## src/rtl/aux_irq_pkg.sv

```systemverilog
// Shared constants for the auxiliary-channel interrupt register.
// Assumes six sources in a fixed order: done, wrong address, timeout,
// NACK/defer, wrong data count, channel error.
package aux_irq_pkg;
    localparam int NUM_SRC = 6;
    localparam int WORD_W  = 32;
    localparam int ACK_OFS = 1;
    localparam int EN_OFS  = 2;

    // Bit position of source i's status bit within the word
    function automatic int src_pos(input int i);
        case (i)
            0:       return 3;
            1:       return 6;
            2:       return 9;
            3:       return 12;
            4:       return 15;
            default: return 27;
        endcase
    endfunction
endpackage

```

## src/rtl/aux_irq_cell.sv

```systemverilog
// One source's storage: a sticky status flag and an enable flag.
// Assumes wr_hit is already qualified by address decode. An event
// beats a same-cycle acknowledge.
module aux_irq_cell (
    input  logic clk,
    input  logic rst_n,
    input  logic evt,
    input  logic wr_hit,
    input  logic ack_bit,
    input  logic en_bit,
    output logic stat_q,
    output logic en_q
);
    // Status: set by event, cleared by acknowledge, event has priority
    always_ff @(posedge clk) begin
        if (!rst_n)                 stat_q <= 1'b0;
        else if (evt)               stat_q <= 1'b1;
        else if (wr_hit && ack_bit) stat_q <= 1'b0;
    end

    // Enable: plain storage loaded by every write hit
    always_ff @(posedge clk) begin
        if (!rst_n)      en_q <= 1'b0;
        else if (wr_hit) en_q <= en_bit;
    end
endmodule

```

## src/rtl/aux_irq_regif.sv

```systemverilog
// Register-bus decode and read-word assembly.
// Assumes single-cycle accesses. Read data is combinational and zero
// when the access misses the offset or is a write.
module aux_irq_regif
    import aux_irq_pkg::*;
#(
    parameter int          ADDR_W   = 8,
    parameter logic [ADDR_W-1:0] REG_OFS = 8'h20
) (
    input  logic               bus_sel,
    input  logic               bus_wr,
    input  logic [ADDR_W-1:0]  bus_addr,
    input  logic [NUM_SRC-1:0] stat,
    input  logic [NUM_SRC-1:0] en,
    output logic               wr_hit,
    output logic [WORD_W-1:0]  rdata
);
    logic addr_hit;

    // Address match and write qualification
    always_comb begin
        addr_hit = bus_sel && (bus_addr == REG_OFS);
        wr_hit   = addr_hit && bus_wr;
    end

    // Place each source's status and enable into the read word
    always_comb begin
        rdata = '0;
        if (addr_hit && !bus_wr) begin
            for (int i = 0; i < NUM_SRC; i++) begin
                rdata[src_pos(i)]          = stat[i];
                rdata[src_pos(i) + EN_OFS] = en[i];
            end
        end
    end
endmodule

```

## src/rtl/aux_irq_status.sv

```systemverilog
// Top level: six interrupt cells, bus decode, a registered interrupt
// and unmasked done/error summaries. Assumes event inputs are
// synchronous one-cycle pulses.
module aux_irq_status
    import aux_irq_pkg::*;
#(
    parameter int ADDR_W = 8,
    parameter logic [ADDR_W-1:0] REG_OFS = 8'h20
) (
    input  logic               clk,
    input  logic               rst_n,
    input  logic [5:0]         evt_pulse,
    input  logic               bus_sel,
    input  logic               bus_wr,
    input  logic [ADDR_W-1:0]  bus_addr,
    input  logic [31:0]        bus_wdata,
    output logic [31:0]        bus_rdata,
    output logic               irq,
    output logic               done_pending,
    output logic               error_pending
);
    logic [NUM_SRC-1:0] stat_q;
    logic [NUM_SRC-1:0] en_q;
    logic               wr_hit;

    aux_irq_regif #(.ADDR_W(ADDR_W), .REG_OFS(REG_OFS)) u_regif (
        .bus_sel  (bus_sel),
        .bus_wr   (bus_wr),
        .bus_addr (bus_addr),
        .stat     (stat_q),
        .en       (en_q),
        .wr_hit   (wr_hit),
        .rdata    (bus_rdata)
    );

    for (genvar g = 0; g < NUM_SRC; g++) begin : g_src
        aux_irq_cell u_cell (
            .clk     (clk),
            .rst_n   (rst_n),
            .evt     (evt_pulse[g]),
            .wr_hit  (wr_hit),
            .ack_bit (bus_wdata[src_pos(g) + ACK_OFS]),
            .en_bit  (bus_wdata[src_pos(g) + EN_OFS]),
            .stat_q  (stat_q[g]),
            .en_q    (en_q[g])
        );
    end

    // Interrupt: registered OR of enabled pending sources
    always_ff @(posedge clk) begin
        if (!rst_n) irq <= 1'b0;
        else        irq <= |(stat_q & en_q);
    end

    // Unmasked summaries: completion alone, errors grouped
    always_comb begin
        done_pending  = stat_q[0];
        error_pending = |stat_q[NUM_SRC-1:1];
    end
endmodule


```

## config.mk

```make
export PLATFORM = sky130hd
export DESIGN_NAME = aux_irq_status
export DESIGN_NICKNAME = d
export VERILOG_FILES = /design/src/rtl/aux_irq_pkg.sv /design/src/rtl/aux_irq_cell.sv /design/src/rtl/aux_irq_regif.sv /design/src/rtl/aux_irq_status.sv
export SDC_FILE = /design/constraint.sdc
export NUM_CORES = 1
export LEC_CHECK = 0
export ABC_AREA = 1
export CAP_MARGIN = 30
export CORE_UTILIZATION = 31
export DETAILED_ROUTE_END_ITERATION = 8
export PLACE_DENSITY = 0.84
export SLEW_MARGIN = 20
export SYNTH_ARGS = -nofsm -noshare
export SYNTH_HDL_FRONTEND = slang
export SYNTH_SLANG_ARGS = --single-unit
```

## constraint.sdc

```tcl
create_clock -name clk -period 1.2 [get_ports clk]
set_input_delay 0.18 -clock clk [delete_from_list [all_inputs] [get_ports clk]]
set_output_delay 0.18 -clock clk [all_outputs]
set_load 0.01 [all_outputs]
```

==> results.py <==
metrics = {
    "sta": {
        "setup_violations": 8,
        "skew_ns": 0.00555,
        "hold_violations": 0,
        "setup_ws_ns": -0.0683,
        "maxSlewViolCount": 0,
        "hold_slack_ns": 0.451,
        "rsz0062_at_grt": "true",
        "min_period_ns": 1.27,
        "final.period_utilization_pct": 106,
        "max_freq_mhz": 788,
    },
    "global_routing": {
        "grt_max_degree": 8,
        "antenna_found_initial": 0,
        "grt_pass1_wl_microns": 3910,
        "grt_pass1_vias": 875,
        "grt_overflow": 0,
        "globalRouteTotalUtil_pct": 15.2,
    },
    "die": {
        "die_area_sq_um": 3340,
        "start_util_pct": 33.8,
        "die_w_microns": 57.8,
        "die_h_microns": 57.8,
        "num_rows": 19,
        "design.core.area_sq_um": 2850,
        "ios": 85,
    },
    "detailed_routing": {
        "met2WireLength_microns": 1350,
        "maxUsedRoutingLayer": "met4",
        "route.detailed.drc": 4,
        "drt_wl_total_microns": 2440,
        "ant_nets": 0,
        "vias": 921,
        "post_drt_wl_per_cell_microns": 11.2,
        "detail_route.first_pass.iterations": 6,
        "met1_length_microns": 915,
        "first_iter_violations": 28,
        "detailroute.wirelength.met3_microns": 126,
        "avgViaCountPerCell": 4.21,
    },
    "power": {
        "switching_share_pct": 28.0,
        "ir_drop_mv": 0.229,
        "internal_power_mw": 0.706,
        "cellPowerDensity_nw_per_um2": 618,
        "leakagePower_nw": 0.723,
        "seqPwrFrac_pct": 46.8,
        "combPwrFrac_pct": 25.1,
        "power.clock.fraction_pct": 28.1,
        "switchingPower_mw": 0.274,
    },
    "synthesis": {
        "synth_warnings": 0,
        "synth-seq-cells": 13,
        "avgSynthCellArea_sq_um": 7.91,
        "yosysSeqAreaShare_pct": 27.0,
        "synth_top_area_share_pct": 27.0,
        "netlist_area_sq_um": 965,
        "yosys.area.top_type": "dfxtp_1",
        "synth_top_cells_by_area": "dfxtp_1 (27%), buf_4 (16%), nor2_4 (12%)",
        "synth_cell_type_count": 20,
        "netlist_instances": 122,
    },
    "clocking": {
        "path_clk_slew_ns": 0.09,
        "clk_latency_ns": 0.27,
        "ctsLongestPathBuffers": 2,
        "cts_hold_buf": 0,
        "cts_sinks": 13,
        "cts_made_buffers": 3,
        "tritoncts": "done",
        "clk_root_buffer_cell": "clkbuf_4",
        "h-tree-depth": 1,
    },
    "outcome": {
        "violations": "DRC, setup timing",
        "status": "finished, violations left",
    },
    "min_path": {
        "min_path_type": "input pin to flip-flop",
        "hp-start": "evt_pulse[3]",
        "hold_depth": 3,
        "hold_end": "g_src[3].u_cell.stat_q",
    },
    "final_layout": {
        "n_fill_cell": 265,
        "antenna_cells": 0,
        "finalNetCount": 239,
        "layout_commonest_cell": "buf_6",
        "most-common-layout-cells": "buf_6 (22), conb_1 (20), inv_1 (19), clkdlybuf4s50_1 (19)",
        "multi_input_area_sq_um": 548,
        "seq_area_sq_um": 265,
        "layout-drive-gt1-share_pct": 39.9,
        "area_delta_synth_final_pct": 64.6,
    },
    "placed_design": {
        "dpl.hpwl_microns": 1740,
        "gp_congestion": 0.804,
        "place_ws_ns": -0.883,
        "portBuffers": 44,
    },
    "critical_path": {
        "worst_r2r_path_depth": 5,
        "timing.rr.start": "g_src[5].u_cell.stat_q",
        "regToRegSetupSlack_ns": 0.18,
        "reg2reg_to": "irq",
        "critPathMaxFanout": 6,
        "crit_path_start_kind": "input pin",
        "path_class": "input pin to primary output",
        "cp-end-kind": "primary output",
        "required_ns": 1.02,
        "arrival_ns": 1.09,
    },
    "run": {
        "maxCapViolCount": 0,
    },
}
[layout make-up]
class                      count  share of cell area, %
tap                           31                   2.44
timing repair buffer          64                   38.8
sequential                    13                   16.7
multi-input combinational     84                   34.5
clock buffer                   4                   1.65
inverter                      23                   5.91
[cell families after synthesis]
| kind of cell | Yosys count | synth area share (%) |
|---|---|---|
| simple gates | 48 | 34.0 |
| flops | 13 | 27.0 |
| buf+inv | 45 | 30.5 |
| compound gates | 15 | 8.17 |
| other cells | 1 | 0.389 |
[worst max path at each step]
stage                start       endpoint  cells after the start
2_1_floorplan  bus_addr[1]  bus_rdata[11]                      6
3_3_place_gp   bus_addr[5]   bus_rdata[3]                      8
5_1_grt        bus_addr[1]  bus_rdata[17]                      8
6_report       bus_addr[1]   bus_rdata[8]                      8
4_1_cts        bus_addr[5]   bus_rdata[3]                      9
3_5_place_dp   bus_addr[5]  bus_rdata[14]                      8
[sequential cells by signal (all words and copies together), names as in the netlist]
| register | flops |
|---|---|
| irq | 1 |
| g_src.u_cell.stat_q | 6 |
| g_src.u_cell.en_q | 6 |
[worst max-delay path, stage by stage]
cell and delay (ns):
buf_6 0.09, nor2_4 0.11, nand3_4 0.10, nor2_8 0.14, buf_6 0.14, nand2_8 0.09, nor2_4 0.13, buf_6 0.10
[Yosys cell counts]
cell type,n
bufbuf_16,1
nand3_2,1
buf_12,1
a21oi_1,6
nand2_4,2
nand2_1,6
nand3b_4,1
nor3_1,2
nor2_2,3
buf_4,20
nor2_8,1
o21ai_1,6
o22ai_1,3
nor2_1,15
nand3_1,7
nor2_4,10
dfxtp_1,13
clkinv_4,1
inv_1,22
conb_1,1
[power by group through the flow]
stage / Clock (mW) / Combinational [mW] / Sequential, mW
6_report: 0.275 / 0.246 / 0.459
5_1_grt: 0.311 / 0.267 / 0.461
4_1_cts: 0.272 / 0.228 / 0.456
3_5_place_dp: 0 / 0.232 / 0.465
3_3_place_gp: 0 / 0.229 / 0.465
2_1_floorplan: 0 / 0.148 / 0.464
[routing by layer]
layer	up-vias	track usage (%)
li1	469	-
met1	408	17.7
met2	40	28.4
met3	4	2.23
met4	0	5.10
met5	-	0
[per-stage QoR]
| step | power (mW) | utilization (%) | std cells | cell area [sq um] | TNS (ns) |
|---|---|---|---|---|---|
| floorplan | 0.612 | - | 141 | 1040 | 0 |
| global placement | 0.694 | 49.7 | 208 | 1420 | -13.15 |
| detailed placement | 0.697 | 49.7 | 208 | 1420 | -14.04 |
| CTS | 0.955 | 52.6 | 218 | 1500 | -0.847 |
| global route | 1.04 | 55.7 | 219 | 1590 | -0.823 |
| finish | 0.981 | 55.7 | 219 | 1590 | -0.309 |
[what timing repair did]
item / in CTS / in global routing
setup buffers: 5 / 1
endpoints found under the hold margin: 0 / 0
pin swaps: 9 / 13
gates resized for setup: 105 / 21
gates cloned: 1 / 0
setup endpoints to repair: 23 / 14
No activity file was read; power rests on OpenSTA's default activity.
